**config.mk**
```make
export PLATFORM = sky130hd
export DESIGN_NAME = mon_tx
export DESIGN_NICKNAME = d
export VERILOG_FILES = /design/src/rtl/mon_tx_pkg.sv /design/src/rtl/mon_tx_dp.sv /design/src/rtl/mon_tx_ctrl.sv /design/src/rtl/mon_tx.sv
export SDC_FILE = /design/constraint.sdc
export NUM_CORES = 1
export LEC_CHECK = 0
export BUFFER_PORTS_ARGS = -buffer_cell sky130_fd_sc_hd__buf_2
export CORE_UTILIZATION = 45
export CTS_BUF_LIST = sky130_fd_sc_hd__clkbuf_8 sky130_fd_sc_hd__clkbuf_16
export DETAILED_ROUTE_END_ITERATION = 16
export PLACE_DENSITY_LB_ADDON = 0.1
export SLEW_MARGIN = 0
export SYNTH_ARGS = -nofsm -noshare
export SYNTH_HDL_FRONTEND = slang
export SYNTH_SLANG_ARGS = --single-unit
```
**constraint.sdc**
```tcl
create_clock -name clk -period 1.7 [get_ports clk]
set_clock_uncertainty 0.05 [all_clocks]
set_input_delay 0.17 -clock clk [delete_from_list [all_inputs] [get_ports clk]]
set_output_delay 0.17 -clock clk [all_outputs]
set_load 0.005 [all_outputs]
```
**src/rtl/mon_tx_pkg.sv**
```systemverilog
`timescale 1ns/1ps
package mon_tx_pkg;

  typedef enum logic [1:0] {
    ST_IDLE,
    ST_SEND,
    ST_STALL,
    ST_FLUSH
  } txState_e;

  // strobes from control to datapath
  typedef struct packed {
    logic load;
    logic sending;
  } dpCtrl_t;

  // per-bit observations from datapath to control
  typedef struct packed {
    logic slotEnd;
    logic collide;
    logic slotIdle;
    logic mrActive;
  } dpStat_t;

endpackage

```
**src/rtl/mon_tx_dp.sv**
```systemverilog
`timescale 1ns/1ps
module mon_tx_dp
  import mon_tx_pkg::*;
#(
  parameter int DATA_W = 8
) (
  input  logic              clk,
  input  logic              rstN,
  input  logic              bitStb,
  input  logic              frameStart,
  input  logic              lineBit,
  input  logic              mrIn,
  input  logic [DATA_W-1:0] inData,
  input  dpCtrl_t           ctrl,
  output dpStat_t           stat,
  output logic              txBit
);
  localparam int SLOT_BITS = DATA_W + 1;
  localparam int POS_W = $clog2(SLOT_BITS);
  localparam logic [POS_W-1:0] MX_POS = POS_W'(DATA_W);

  logic [POS_W-1:0]     pos;
  logic [POS_W-1:0]     curPos;
  logic [DATA_W-1:0]    curByte;
  logic [SLOT_BITS-1:0] slotWord;

  // frameStart realigns the bit counter to position 0
  assign curPos = frameStart ? '0 : pos;

  always_ff @(posedge clk or negedge rstN) begin
    if (!rstN) begin
      pos <= '0;
    end else if (bitStb) begin
      pos <= (curPos == MX_POS) ? '0 : curPos + 1'b1;
    end
  end

  always_ff @(posedge clk or negedge rstN) begin
    if (!rstN) begin
      curByte <= '0;
    end else if (ctrl.load) begin
      curByte <= inData;
    end
  end

  // slot image: MSB first, active-low MX in the last position
  generate
    for (genvar gi = 0; gi < DATA_W; gi++) begin : g_order
      assign slotWord[gi] = curByte[DATA_W-1-gi];
    end
  endgenerate
  assign slotWord[DATA_W] = 1'b0;

  assign txBit = ctrl.sending ? slotWord[curPos] : 1'b1;

  always_comb begin
    stat.slotEnd  = bitStb && (curPos == MX_POS);
    stat.collide  = bitStb && ctrl.sending && txBit && !lineBit;
    stat.slotIdle = lineBit && mrIn;
    stat.mrActive = !mrIn;
  end

endmodule

```
**src/rtl/mon_tx_ctrl.sv**
```systemverilog
`timescale 1ns/1ps
module mon_tx_ctrl
  import mon_tx_pkg::*;
#(
  parameter int IDLE_FRAMES = 2
) (
  input  logic    clk,
  input  logic    rstN,
  input  dpStat_t stat,
  input  logic    inValid,
  input  logic    inLast,
  output logic    inReady,
  output dpCtrl_t ctrl,
  output logic    collErr
);
  localparam int CNT_W = $clog2(IDLE_FRAMES + 1);
  localparam logic [CNT_W-1:0] IDLE_NEED = CNT_W'(IDLE_FRAMES - 1);

  txState_e       state;
  txState_e       stateNext;
  logic [CNT_W-1:0] idleCnt;
  logic           sentOnce;
  logic           curLast;
  logic           errQ;
  logic           idleOk;
  logic           ackNow;
  logic           take;

  always_comb begin
    idleOk = stat.slotEnd && stat.slotIdle && (idleCnt >= IDLE_NEED);
    ackNow = (state == ST_SEND) && stat.slotEnd && sentOnce && stat.mrActive;
    unique case (state)
      ST_IDLE:  inReady = idleOk;
      ST_SEND:  inReady = ackNow && !curLast;
      ST_STALL: inReady = stat.slotEnd;
      default:  inReady = !curLast;
    endcase
    take         = inReady && inValid;
    ctrl.load    = take && (state != ST_FLUSH);
    ctrl.sending = (state == ST_SEND);

    stateNext = state;
    unique case (state)
      ST_IDLE: if (take) stateNext = ST_SEND;
      ST_SEND: begin
        if (stat.collide) begin
          stateNext = ST_FLUSH;
        end else if (ackNow) begin
          if (curLast)   stateNext = ST_IDLE;
          else if (take) stateNext = ST_SEND;
          else           stateNext = ST_STALL;
        end
      end
      ST_STALL: if (take) stateNext = ST_SEND;
      default:  if (stat.slotEnd && curLast) stateNext = ST_IDLE;
    endcase
  end

  always_ff @(posedge clk or negedge rstN) begin
    if (!rstN) begin
      state    <= ST_IDLE;
      idleCnt  <= '0;
      sentOnce <= 1'b0;
      curLast  <= 1'b0;
      errQ     <= 1'b0;
    end else begin
      state <= stateNext;
      errQ  <= stat.collide;

      if (state != ST_IDLE) begin
        idleCnt <= '0;
      end else if (stat.slotEnd) begin
        if (!stat.slotIdle)          idleCnt <= '0;
        else if (idleCnt < IDLE_NEED) idleCnt <= idleCnt + 1'b1;
      end

      if (ctrl.load) begin
        sentOnce <= 1'b0;
      end else if ((state == ST_SEND) && stat.slotEnd) begin
        sentOnce <= 1'b1;
      end

      // also marks "drained" while flushing
      if (take) curLast <= inLast;
    end
  end

  assign collErr = errQ;

endmodule

```
**src/rtl/mon_tx.sv**
```systemverilog
`timescale 1ns/1ps
module mon_tx
  import mon_tx_pkg::*;
#(
  parameter int DATA_W      = 8,
  parameter int IDLE_FRAMES = 2
) (
  input  logic              clk,
  input  logic              rstN,
  input  logic              bitStb,
  input  logic              frameStart,
  input  logic              lineBit,
  input  logic              mrIn,
  input  logic              inValid,
  input  logic [DATA_W-1:0] inData,
  input  logic              inLast,
  output logic              inReady,
  output logic              txBit,
  output logic              collErr
);
  dpCtrl_t ctrl;
  dpStat_t stat;

  mon_tx_dp #(.DATA_W(DATA_W)) u_dp (
    .clk        (clk),
    .rstN       (rstN),
    .bitStb     (bitStb),
    .frameStart (frameStart),
    .lineBit    (lineBit),
    .mrIn       (mrIn),
    .inData     (inData),
    .ctrl       (ctrl),
    .stat       (stat),
    .txBit      (txBit)
  );

  mon_tx_ctrl #(.IDLE_FRAMES(IDLE_FRAMES)) u_ctrl (
    .clk     (clk),
    .rstN    (rstN),
    .stat    (stat),
    .inValid (inValid),
    .inLast  (inLast),
    .inReady (inReady),
    .ctrl    (ctrl),
    .collErr (collErr)
  );

endmodule

```
== Word level (Yosys, flattened, before mapping) ==
Cells that the tools add are included.

* Bits of input ports: 16
* Output and inout bits: 3
* Register bits after elaboration: 19

* Magnitude comparators: 3
* Muxes and demuxes: 19
* $add $sub $neg: 2
* Equality and inequality tests: 7
* Reductions and logical operators: 25

{| class="wikitable"
|+ Operators by type and width
! kind !! count
|-
| two-way mux 2 bit || 10
|-
| logical AND 1 bit || 14
|-
| two-way mux 4 bit || 2
|-
| nonzero test 2 bit || 3
|-
| less-than comparator 4 x 5 -> 1 bit (second input constant) || 1
|-
| adder 4 x 1 -> 4 bit (second input constant) || 1
|-
| binary-select mux 1 bit (select 4 bit) || 1
|-
| equality test 4 bit (second input constant) || 1
|-
| two-way mux 1 bit || 4
|-
| case mux 2 bit (2 select lines) || 1
|-
| zero test 1 bit || 3
|-
| inequality test 3 x 1 -> 1 bit (second input constant) || 1
|-
| inequality test 3 bit (second input constant) || 1
|-
| case mux 1 bit (3 select lines) || 1
|-
| AND reduction 3 bit || 1
|-
| nonzero test 3 bit || 1
|-
| adder 2 x 1 -> 2 bit (second input constant) || 1
|-
| equality test 2 x 1 -> 1 bit (second input constant) || 1
|-
| equality test 2 bit (second input constant) || 1
|-
| >= comparator 2 x 1 -> 1 bit (second input constant) || 1
|-
| zero test 2 bit || 1
|-
| less-than comparator 2 x 1 -> 1 bit (second input constant) || 1
|-
| inequality test 2 x 1 -> 1 bit (second input constant) || 1
|-
| inequality test 2 bit (second input constant) || 1
|-
| other kinds (2) || 2
|}

== Logic depth before layout (Yosys ltp) ==
Gate-level depths: netlist of the first run.

* Depth in word-level cells: 14
* Mapped depth: 8

== By module ==
A second synthesis of the first run with hierarchy kept.

* Cells, all modules: 110
* Area, all modules: 1,147.4 µm²

{| class="wikitable"
|+ Modules (own cells, without submodules)
! module !! area an instance (µm²) !! times used !! sequential area each (µm²) !! cells an instance
|-
| mon_tx_dp || 684.4 || 1 || 300.3 || 64
|-
| mon_tx_ctrl || 462.9 || 1 || 175.2 || 46
|}

== Worst setup path before layout of the first run ==
Ideal clock, no wire load.

* Path type: register to register
* From: reg u_dp.pos[0]
* To: reg u_dp.curByte[0]
* Library setup time: 125 ps
* Cell stages (with the launch flop): 9
* Slack: -184 ps
* Buffers on the path: 2
* Clock period less this slack: 1,884 ps
* Data arrival time: 1,709 ps
* Data required time: 1,525 ps
* Cells stage by stage: dfrtp_1 -> buf_2 -> nand2b_1 -> ha_1 -> nand3b_4 -> nor2_4 -> o2111a_1 -> buf_6 -> mux2_4

* Word-level cells in the longest chain between the ends: 10
* Elaborated cells between the ends (all ways): 12
* Classes of those cells: eq/ne (1); mux (2); reduce/logical (9)

{| class="wikitable"
|+ Ends and longest elaborated chain
! element !! line !! RTL
|-
| from (decl) || mon_tx_dp.sv:22 || <nowiki>logic [POS_W-1:0] pos;</nowiki>
|-
| from (signal assigned) || mon_tx_dp.sv:34 || <nowiki>pos <= (curPos == MX_POS) ? '0 : curPos + 1'b1;</nowiki>
|-
| two-way mux 4 bit * || mon_tx_dp.sv:28 || <nowiki>assign curPos = frameStart ? '0 : pos;</nowiki>
|-
| equality test 4 bit * || mon_tx_dp.sv:57 || <nowiki>stat.slotEnd = bitStb && (curPos == MX_POS);</nowiki>
|-
| logical AND 1 bit * || mon_tx_dp.sv:57 ||
|-
| logical AND 1 bit (3 in a row) || mon_tx_ctrl.sv:31 || <nowiki>ackNow = (state == ST_SEND) && stat.slotEnd && sentOnce && stat.mrActive;</nowiki>
|-
| logical AND 1 bit || mon_tx_ctrl.sv:34 || <nowiki>ST_SEND: inReady = ackNow && !curLast;</nowiki>
|-
| case mux 1 bit (3 select lines) * || mon_tx_ctrl.sv:32 || <nowiki>unique case (state)</nowiki>
|-
| logical AND 1 bit * || mon_tx_ctrl.sv:38 || <nowiki>take = inReady && inValid;</nowiki>
|-
| logical AND 1 bit * || mon_tx_ctrl.sv:39 || <nowiki>ctrl.load = take && (state != ST_FLUSH);</nowiki>
|-
| to (signal assigned) || mon_tx_dp.sv:42 || <nowiki>curByte <= inData;</nowiki>
|-
| to (decl) || mon_tx_dp.sv:24 || <nowiki>logic [DATA_W-1:0] curByte;</nowiki>
|}

Every way passes the cells marked *; elsewhere a longest branch is shown, timed or not.
A chain may end at the register's enable or synchronous reset.

== Worst setup path after layout of the first run ==
* From: reg u_ctrl.idleCnt[1]
* To: out inReady

* Word-level cells in the longest chain between the ends: 3

{| class="wikitable"
|+ Ends and longest elaborated chain
! element !! line !! RTL
|-
| from (decl) || mon_tx_ctrl.sv:21 || <nowiki>logic [CNT_W-1:0] idleCnt;</nowiki>
|-
| from (signal assigned) || mon_tx_ctrl.sv:74 || <nowiki>else if (idleCnt < IDLE_NEED) idleCnt <= idleCnt + 1'b1;</nowiki>
|-
| >= comparator 2 x 1 -> 1 bit || mon_tx_ctrl.sv:30 || <nowiki>idleOk = stat.slotEnd && stat.slotIdle && (idleCnt >= IDLE_NEED);</nowiki>
|-
| logical AND 1 bit || mon_tx_ctrl.sv:30 ||
|-
| case mux 1 bit (3 select lines) || mon_tx_ctrl.sv:32 ||
|-
| to (decl) || mon_tx.sv:17 || <nowiki>output logic inReady,</nowiki>
|}

Every way passes these cells.

==> results of run 1 <==
==> worst max path at each step <==
stage	from	endpoint	slack, ns
2_1_floorplan	u_dp.pos[0]$_DFFE_PN0P_	u_dp.curByte[0]$_DFFE_PN0P_	-0.04
3_3_place_gp	u_ctrl.idleCnt[0]$_DFFE_PN0P_	u_dp.curByte[7]$_DFFE_PN0P_	-0.09
6_report	u_ctrl.idleCnt[1]$_DFFE_PN0P_	inReady	-0.15
5_1_grt	u_ctrl.idleCnt[1]$_DFFE_PN0P_	inReady	-0.25
4_1_cts	u_dp.pos[1]$_DFFE_PN0P_	inReady	-0.18
3_5_place_dp	u_ctrl.idleCnt[0]$_DFFE_PN0P_	u_dp.curByte[2]$_DFFE_PN0P_	-0.11
==> cell families after synthesis <==
group	after synthesis	synth area share [%]
adders and majority gates	4	4.315
AOI/OAI and AO/OA	30	18.34
muxes	12	13.92
and+or+nand+nor	31	16.40
DFF	19	40.99
buffers and inverters	14	6.040
==> report_power, final <==
group	switching (W)	internal, W	total (W)
registers	0.0000184	0.000476	0.000494
logic	0.000132	0.000142	0.000274
clock network	0.000161	0.000163	0.000324
total	0.000312	0.000780	0.00109
==> sequential cells by signal, summed over array words and instances, names as in the netlist <==
register	flops
u_dp.pos	4
u_ctrl.state	2
u_ctrl.collErr	1
u_dp.curByte	8
u_ctrl.idleCnt	2
u_ctrl.curLast	1
u_ctrl.sentOnce	1
==> area by class of cell <==
class	instances	share of cell area, %
clock buffers	3	2.663
multi-input cells	77	44.55
repair buffers	39	17.19
inverters	9	2.179
flip-flops and latches	19	30.67
clock inverters	1	0.3228
well taps	30	2.421
==> cells in the mapped netlist <==
master	n
buf_4	2
nand3b_1	3
o211ai_1	2
and2_1	1
nand2_1	7
nand2b_1	3
a2111oi_2	1
mux2i_1	3
ha_1	4
o22ai_1	1
mux2_2	1
inv_1	8
o21bai_1	1
nand4_1	2
a32oi_1	1
o221ai_1	1
nand2b_2	1
nor2_4	1
buf_6	1
nor2b_1	2
a211oi_1	3
o21ai_0	5
o31ai_1	1
o2bb2ai_1	3
dfrtp_1	19
nand3b_4	1
and3_1	1
o41ai_1	1
o2111a_1	1
nor2_1	5
mux2_4	8
a31oi_1	1
buf_2	2
nor3b_1	2
a21oi_1	7
a31o_2	1
inv_2	1
nand3_1	1
or2_2	1
==> metal layers <==
metal	GRT usage (%)	wire length [µm]
met5	0	0
met4	7.895	19
met3	2.609	63
met2	36.71	1351
met1	26.74	1186
==> stage by stage <==
stage / util (%) / cell area, µm²
after global routing: 63.15 / 1550
after floorplan: - / 1186
after detailed placement: 56.57 / 1389
after global placement: 56.57 / 1389
final: 63.15 / 1550
after CTS: 62.59 / 1536
==> placed cells by master (no fill, tap or decap), types with 2 or more instances in the layout <==
cell type,instances
buf_2,18
nor2_1,5
a211oi_1,3
nand2b_1,2
mux2_4,8
mux2i_1,3
o2bb2ai_1,2
ha_1,2
buf_4,18
o21ai_0,4
nor2b_1,2
nand4_1,2
nand2_1,6
inv_1,5
clkbuf_8,3
nor3b_1,2
o211ai_1,2
inv_2,4
dfrtp_1,19
a21oi_1,7
nand3b_1,3
==> timing repair <==
| action | 4_1_cts | 5_1_grt |
|---|---|---|
| endpoints found under the hold margin | 19 | 0 |
| hold buffers | 1 | 0 |
| gates resized for setup | 9 | 5 |
| setup buffers | 6 | 1 |
| setup endpoints to repair | 11 | 14 |
| pin swaps | 7 | 4 |
==> flow_summary.json, run 1 <==
{
  "status": "finished with violations",
  "violations": "negative setup slack",
  "synth_fp_nets": 130,
  "critPathTopFamily": "compound AO/OA/AOI/OAI gates",
  "synth_area_um2": 1160,
  "grt_setup_unrepaired": "true",
  "die_x_um": 52.77,
  "cap_viol_max_count": 0,
  "worstReg2RegStart": "u_ctrl.idleCnt[1]$_DFFE_PN0P_",
  "powerDensity_nw_per_um2": 704.2,
  "routed_wl_um": 2619,
  "hold_class": "in2reg",
  "cts.sinks": 19,
  "vias_per_cell": 5.326,
  "track_usage_pct": 21.27,
  "cts_buffer_depth": 2,
  "die_h_um": 52.77,
  "holdPathStages": 2,
  "timing.critical_path.buf_inv": 2,
  "ios": 19,
  "area_delta_synth_final_pct": 33.66,
  "power_w": 0.001092,
  "drv_slew": 0,
  "core_area_um2": 2455,
  "port_buffers": 18,
  "whs_endpoint": "u_dp.curByte[0]$_DFFE_PN0P_",
  "rr_worst_depth": 7,
  "drtIter0Drc": 8,
  "n_fill_cell": 215,
  "min_from": "inData[0]",
  "grt_pass1_vias": 966,
  "path_depth": 6,
  "overflow": 0,
  "tightest_slew_ns": 0.4446,
  "drive_above_1_share_pct": 46.62,
  "fin_crit_sh_pct": 108.5,
  "syn_area_per_cell_um2": 10.54,
  "finalNonFillerCells": 178,
  "period_minus_slack_ns": 1.845,
  "p_leak_nw": 0.7326,
  "cts_tree": "done",
  "place_inst": 167,
  "slew_headroom_pct": 70.36,
  "r2r_slack_ns": -0.10,
  "dieArea_um2": 2785,
  "antenna_found_initial": 0,
  "cp_max_fo": 2,
  "yosys_warnings": 0,
  "seq_area_frac_synth_pct": 40.99,
  "firstDrtPassIters": 6,
  "gp_congestion": 0.8099,
  "endpoint_kind": "primary output",
  "ys_types": 39,
  "cp_slowest_cell": "dfrtp_1",
  "ant_nets": 0,
  "crit_path_max_incr_delay_ns": 0.37,
  "criticalPathCategory": "reg2out",
  "yosys-top-cells-area": "dfrtp_1 (41%), mux2_4 (10%), ha_1 (4.3%), a21oi_1 (3.0%), mux2i_1 (2.6%)",
  "worst_hold_slack_ns": 0.08950,
  "max_freq_ghz": 0.5419,
  "hold_viol": 0,
  "final.setup.tns_ns": -0.9915,
  "start_util_pct": 47.25,
  "clkSlewWorstSetupHoldPaths_ns": 0.08,
  "ir_drop_mv": 0.4700,
  "r2r-end": "u_dp.curByte[2]$_DFFE_PN0P_",
  "worstPathRequired_ns": 1.48,
  "pre_cts_ws_ns": -0.1150,
  "nets": 169,
  "multi_input_area_um2": 690.7,
  "critPathArrivalTime_ns": 1.63,
  "worst_setup_path_start_kind": "flop",
  "hpwl_um": 1872,
  "num_vias": 948,
  "root_buffer": "clkbuf_8",
  "grt_first_pass_wirelength_um": 4284,
  "fin_ws_ns": -0.1453,
  "grt_max_degree": 20,
  "antennaDiodeCount": 0,
  "ff_latch_area_um2": 475.5,
  "synth_top_area_share_pct": 40.99,
  "num_rows": 18,
  "synth_area_leader_cell": "dfrtp_1",
  "clock_latency_ns": 0.25,
  "htreeDepth": 1,
  "worstPathCellList": "inv_2 -> ha_2 -> nand3b_1 -> a2111oi_4 -> a31o_2 -> buf_2",
  "ys_ff_latch": 19,
  "numCtsBuffers": 3,
  "finalSetupViolations": 11,
  "syn_inst": 110,
  "wl_per_cell_um": 14.71,
  "drc_errors": 0
}
Power figures use the tool's default switching activity.
==> inputs of run 2 (changes only) <==
--- a/config.mk
+++ b/config.mk
@@ -5,10 +5,9 @@
 export SDC_FILE = /design/constraint.sdc
 export NUM_CORES = 1
 export LEC_CHECK = 0
-export BUFFER_PORTS_ARGS = -buffer_cell sky130_fd_sc_hd__buf_2
 export CORE_UTILIZATION = 45
-export CTS_BUF_LIST = sky130_fd_sc_hd__clkbuf_8 sky130_fd_sc_hd__clkbuf_16
 export DETAILED_ROUTE_END_ITERATION = 16
+export DONT_BUFFER_PORTS = 1
 export PLACE_DENSITY_LB_ADDON = 0.1
 export SLEW_MARGIN = 0
 export SYNTH_ARGS = -nofsm -noshare
==> constraint.sdc (replaced) <==
create_clock -name clk -period 1.7 [get_ports clk]
set_clock_uncertainty 0.05 [all_clocks]
set_input_delay 0.34 -clock clk [delete_from_list [all_inputs] [get_ports clk]]
set_output_delay 0.34 -clock clk [all_outputs]
set_load 0.005 [all_outputs]
==> run 2 against run 1 <==
  * The run still ends with negative setup slack left
  * Cell area shrank 3.0%
  * Utilization shrank 1.9 points
  * Routed wire length shrank 3.3%
  * Worst hold slack lost 0.037 ns
  * First-iteration DRC count grew 88%
  * Via count shrank 1.6%
  * Sequential power is essentially flat
  * Non-clock buffer count shrank 17
  * Fmax shrank 11%
  * Count of clock-buffer cells in the layout is the same
  * Critical path type unchanged
  * Largest cell class unchanged
==> flow_summary.json, run 2 (synthesis results as in run 1) <==
{
  "dieArea_um2": 2785,
  "finalSetupViolations": 11,
  "cts.sinks": 19,
  "drv_slew": 0,
  "powerDensity_nw_per_um2": 660.8,
  "power_w": 0.0009938,
  "numCtsBuffers": 3,
  "drive_above_1_share_pct": 43.51,
  "fin_ws_ns": -0.3710,
  "drtIter0Drc": 15,
  "p_leak_nw": 0.6724,
  "critPathArrivalTime_ns": 1.68,
  "fin_crit_sh_pct": 121.8,
  "r2r-end": "u_dp.curByte[5]$_DFFE_PN0P_",
  "hold_class": "in2reg",
  "slew_headroom_pct": 39.10,
  "wl_per_cell_um": 15.73,
  "ios": 19,
  "htreeDepth": 1,
  "track_usage_pct": 21.38,
  "criticalPathCategory": "reg2out",
  "routed_wl_um": 2532,
  "clkSlewWorstSetupHoldPaths_ns": 0.11,
  "hpwl_um": 1801,
  "worstReg2RegStart": "u_dp.pos[0]$_DFFE_PN0P_",
  "grt_first_pass_wirelength_um": 4215,
  "worstPathRequired_ns": 1.31,
  "ant_nets": 0,
  "min_from": "bitStb",
  "layout_common_cells": "dfrtp_1 (19), buf_4 (17), mux2_4 (8)",
  "top_register": "u_dp.curByte",
  "r2r_slack_ns": -0.20,
  "grt_setup_unrepaired": "true",
  "die_x_um": 52.77,
  "drc_errors": 0,
  "grt_pass1_vias": 936,
  "period_minus_slack_ns": 2.071,
  "antenna_found_initial": 0,
  "crit_path_end": "inReady",
  "num_vias": 933,
  "grt_max_degree": 20,
  "pre_cts_ws_ns": -0.1333,
  "cts_tree": "done",
  "rr_worst_depth": 8,
  "cp_max_fo": 2,
  "start_util_pct": 47.25,
  "largest_reg_flops": 8,
  "reg.largest.list": "u_dp.curByte (8), u_dp.pos (4)",
  "vias_per_cell": 5.795,
  "firstDrtPassIters": 4,
  "antennaDiodeCount": 0,
  "worst_hold_slack_ns": 0.05297,
  "worst_setup_path_start_kind": "flop",
  "die_h_um": 52.77,
  "nets": 152,
  "cts_buffer_depth": 2,
  "core_area_um2": 2455,
  "tightest_slew_ns": 0.9105,
  "endpoint_kind": "primary output",
  "crit_start": "u_ctrl.idleCnt[1]$_DFFE_PN0P_",
  "overflow": 0,
  "holdPathStages": 1,
  "cap_viol_max_count": 0,
  "ff_latch_area_um2": 475.5,
  "layout.core_utilization_pct": 61.26,
  "multi_input_area_um2": 738.2,
  "area_delta_synth_final_pct": 29.67,
  "gp_congestion": 0.7743,
  "hold_viol": 0,
  "port_buffers": 0,
  "final.setup.tns_ns": -2.017,
  "clock_latency_ns": 0.30,
  "max_freq_ghz": 0.4829,
  "violations": "negative setup slack",
  "n_fill_cell": 219,
  "ir_drop_mv": 0.5400,
  "status": "finished with violations",
  "final_common_cell": "dfrtp_1",
  "root_buffer": "clkbuf_4",
  "num_rows": 18
}
[run 2: cell types whose count changed in the layout (fill, tap and decap cells not counted), sizes merged]
cell  change
buf      -17
[run 2: layout make-up]
type | count | share of cell area [%]
multi-input cells | 77 | 49.08
clock buffers | 3 | 1.498
inverters | 9 | 2.246
repair buffers | 22 | 12.73
clock inverters | 1 | 0.3328
flip-flops and latches | 19 | 31.61
well taps | 30 | 2.496
[run 2: what timing repair did]
item                                   in CTS  in global routing
endpoints found under the hold margin      19                  0
buffers inserted                            7                  2
setup endpoints to repair                  11                 15
resized for setup                          12                 11
cloned                                      1                  0
pin swaps                                   9                  7
hold buffers                                1                  0
[run 2: metrics by stage]
stage          area, µm²  instances
6_report            1504        161
5_1_grt             1504        161
4_1_cts             1470        162
3_5_place_dp        1319        149
3_3_place_gp        1319        149
2_1_floorplan       1214        110
[run 2: per-layer routing]
metal / up-vias / wire, µm / track usage (%)
met4: 0 / 65 / 10.53
met5: - / 0 / 0
met1: 466 / 1076 / 25.32
met2: 18 / 1310 / 37.34
met3: 6 / 79 / 2.899
li1: 443 / - / -
[run 2: worst min path at each step]
| stage | endpoint | slack (ns) |
|---|---|---|
| CTS | u_dp.pos[0]$_DFFE_PN0P_ | 0.05 |
| global route | u_dp.pos[0]$_DFFE_PN0P_ | 0.04 |
| detailed placement | u_ctrl.state[0]$_DFFE_PN0P_ | -0.005 |
| finish | u_dp.pos[0]$_DFFE_PN0P_ | 0.05 |
| global placement | u_ctrl.state[0]$_DFFE_PN0P_ | -0.005 |
| floorplan | u_ctrl.collErr$_DFF_PN0_ | -0.006 |
[run 2: power breakdown]
group	switching (W)	total [W]	leakage (nW)	internal, W
clock	0.000150	0.000237	0.0177	0.0000877
combinational	0.000121	0.000259	0.395	0.000138
sequential	0.0000216	0.000497	0.259	0.000476
[run 2: critical path, cell delays in order (launching register included)]
cell and delay, ns:
dfrtp_1 0.38, inv_2 0.06, ha_4 0.14, nand3b_1 0.18, buf_4 0.16, a2111oi_4 0.30
a31o_2 0.16
==> inputs of run 3 (changes only) <==
--- a/config.mk
+++ b/config.mk
@@ -8,6 +8,7 @@
 export CORE_UTILIZATION = 45
 export DETAILED_ROUTE_END_ITERATION = 16
 export DONT_BUFFER_PORTS = 1
+export HOLD_SLACK_MARGIN = 0.1
 export PLACE_DENSITY_LB_ADDON = 0.1
 export SLEW_MARGIN = 0
 export SYNTH_ARGS = -nofsm -noshare
==> constraint.sdc (replaced) <==
create_clock -name clk -period 2.6 [get_ports clk]
set_clock_uncertainty 0.05 [all_clocks]
set_input_delay 0.52 -clock clk [delete_from_list [all_inputs] [get_ports clk]]
set_output_delay 0.52 -clock clk [all_outputs]
set_load 0.005 [all_outputs]
==> run 3 against run 2 <==
  * The flow now finishes without violations
  * Cell area decreased by 19%
  * Sequential power shrank 34%
  * Critical path depth shrank 1
  * Register-to-register slack improved by 0.80 ns
  * Clock power down 36%
  * Largest cell class unchanged
  * Highest routed layer unchanged
==> flow_summary.json, run 3 (synthesis results as in run 1) <==
{
  "numCtsBuffers": 3,
  "placed_cell_area_um2": 1176,
  "routed_wl_um": 2241,
  "nets": 133,
  "period_minus_slack_ns": 2.434,
  "slew_headroom_pct": 41.35,
  "clkSlewWorstSetupHoldPaths_ns": 0.11,
  "powerDensity_nw_per_um2": 475.0,
  "fin_area_um2": 1214,
  "die_x_um": 52.77,
  "ant_nets": 0,
  "reg.largest.list": "u_dp.curByte (8), u_dp.pos (4)",
  "vias_per_cell": 5.768,
  "start_util_pct": 47.25,
  "cts.sinks": 19,
  "whs_endpoint": "u_dp.pos[0]$_DFFE_PN0P_",
  "worstReg2RegStart": "u_dp.pos[1]$_DFFE_PN0P_",
  "antenna_found_initial": 0,
  "htreeDepth": 1,
  "r2r_slack_ns": 0.60,
  "final_common_cell": "dfrtp_1",
  "endpoint_kind": "primary output",
  "status": "finished, final reports clean",
  "die_h_um": 52.77,
  "holdPathStages": 1,
  "track_usage_pct": 18.44,
  "final.setup.tns_ns": 0,
  "cts_resized": 0,
  "wl_per_cell_um": 15.78,
  "cp_slowest_cell": "dfrtp_1",
  "num_vias": 819,
  "drive_above_1_share_pct": 19.64,
  "tightest_slew_ns": 0.8768,
  "hold_class": "in2reg",
  "largest_reg_flops": 8,
  "hold_viol": 0,
  "grt_max_degree": 20,
  "cap_viol_max_count": 0,
  "firstDrtPassIters": 4,
  "drtIter0Drc": 18,
  "timing.critical_path.buf_inv": 0,
  "top_register": "u_dp.curByte",
  "max_freq_ghz": 0.4108,
  "ir_drop_mv": 0.2702,
  "port_buffers": 0,
  "antennaDiodeCount": 0,
  "critPathArrivalTime_ns": 1.86,
  "worst_hold_slack_ns": 0.2503,
  "grt_setup_unrepaired": "false",
  "criticalPathCategory": "reg2out",
  "root_buffer": "clkbuf_4",
  "gp_congestion": 0.7521,
  "worstPathRequired_ns": 2.03,
  "overflow": 0,
  "fin_crit_sh_pct": 93.63,
  "drc_errors": 0,
  "clock_latency_ns": 0.29,
  "grt_first_pass_wirelength_um": 3698,
  "power_w": 0.0005765,
  "crit_path_max_incr_delay_ns": 0.45,
  "dieArea_um2": 2785,
  "cts_tree": "done",
  "p_leak_nw": 0.5452,
  "grt_pass1_vias": 791,
  "area_delta_synth_final_pct": 4.638,
  "path_depth": 5,
  "cts_buffer_depth": 2,
  "layout_common_cells": "dfrtp_1 (19), inv_1 (8), mux2_4 (8), a21oi_1 (7), nand2_1 (7)",
  "drv_slew": 0,
  "core_area_um2": 2455,
  "worstPathCellList": "nand2b_1 -> ha_1 -> nand3b_4 -> a2111oi_2 -> a31o_2",
  "crit_start": "u_dp.pos[1]$_DFFE_PN0P_",
  "worst_setup_path_start_kind": "flop",
  "r2r-end": "u_dp.curByte[7]$_DFFE_PN0P_",
  "critPathTopFamily": "compound AO/OA/AOI/OAI gates",
  "hpwl_um": 1640,
  "ios": 19,
  "num_rows": 18,
  "cp_max_fo": 6,
  "min_from": "bitStb",
  "rr_worst_depth": 7,
  "finalSetupViolations": 0
}
[run 3: how the worst max path moves through the flow]
stage / slack, ns / to
finish: 0.17 / inReady
global route: 0.03 / inReady
CTS: 0.15 / inReady
detailed placement: 0.38 / inReady
global placement: 0.44 / inReady
floorplan: 0.37 / inReady
[run 3: layout make-up]
cell class,count,area [µm²]
Fill cell,232,1241
Multi-Input combinational cell,77,614.3
Timing Repair Buffer,3,25.02
Clock buffer,3,22.52
Clock inverter,1,5.005
Inverter,9,33.78
Tap cell,30,37.54
Sequential cell,19,475.5
[run 3: metrics by stage]
stage	utilization (%)	worst slack [ns]	std cells
after global placement	47.91	0.4373	137
after detailed placement	47.91	0.3832	137
final	49.44	0.1656	142
after global routing	49.44	0.02988	142
after CTS	49.44	0.1485	142
after floorplan	-	0.3664	110
[run 3: metal layers]
metal | wire (µm) | global-route usage (%)
met5 | 0 | 0
met1 | 1038 | 23.83
met4 | 15 | 5.263
met3 | 86 | 3.478
met2 | 1100 | 31.01
[run 3: report_power, final]
| group | internal, W | switching [W] |
|---|---|---|
| combinational | 0.0000431 | 0.0000527 |
| sequential | 0.000311 | 0.0000187 |
| clock | 0.0000572 | 0.0000939 |
| total | 0.000411 | 0.000165 |
[run 3: worst register-to-register path: stages (launching register included)]
cell,delay (ns)
dfrtp_1,0.45
nand2b_1,0.14
ha_1,0.26
nand3b_4,0.14
nor2_4,0.16
o2111a_1,0.19
buf_4,0.20
mux2_4,0.32
[run 3: repair_timing]
action	in CTS	in global routing
hold buffers	1	0
hold endpoints to repair	19	0
setup buffers	0	0
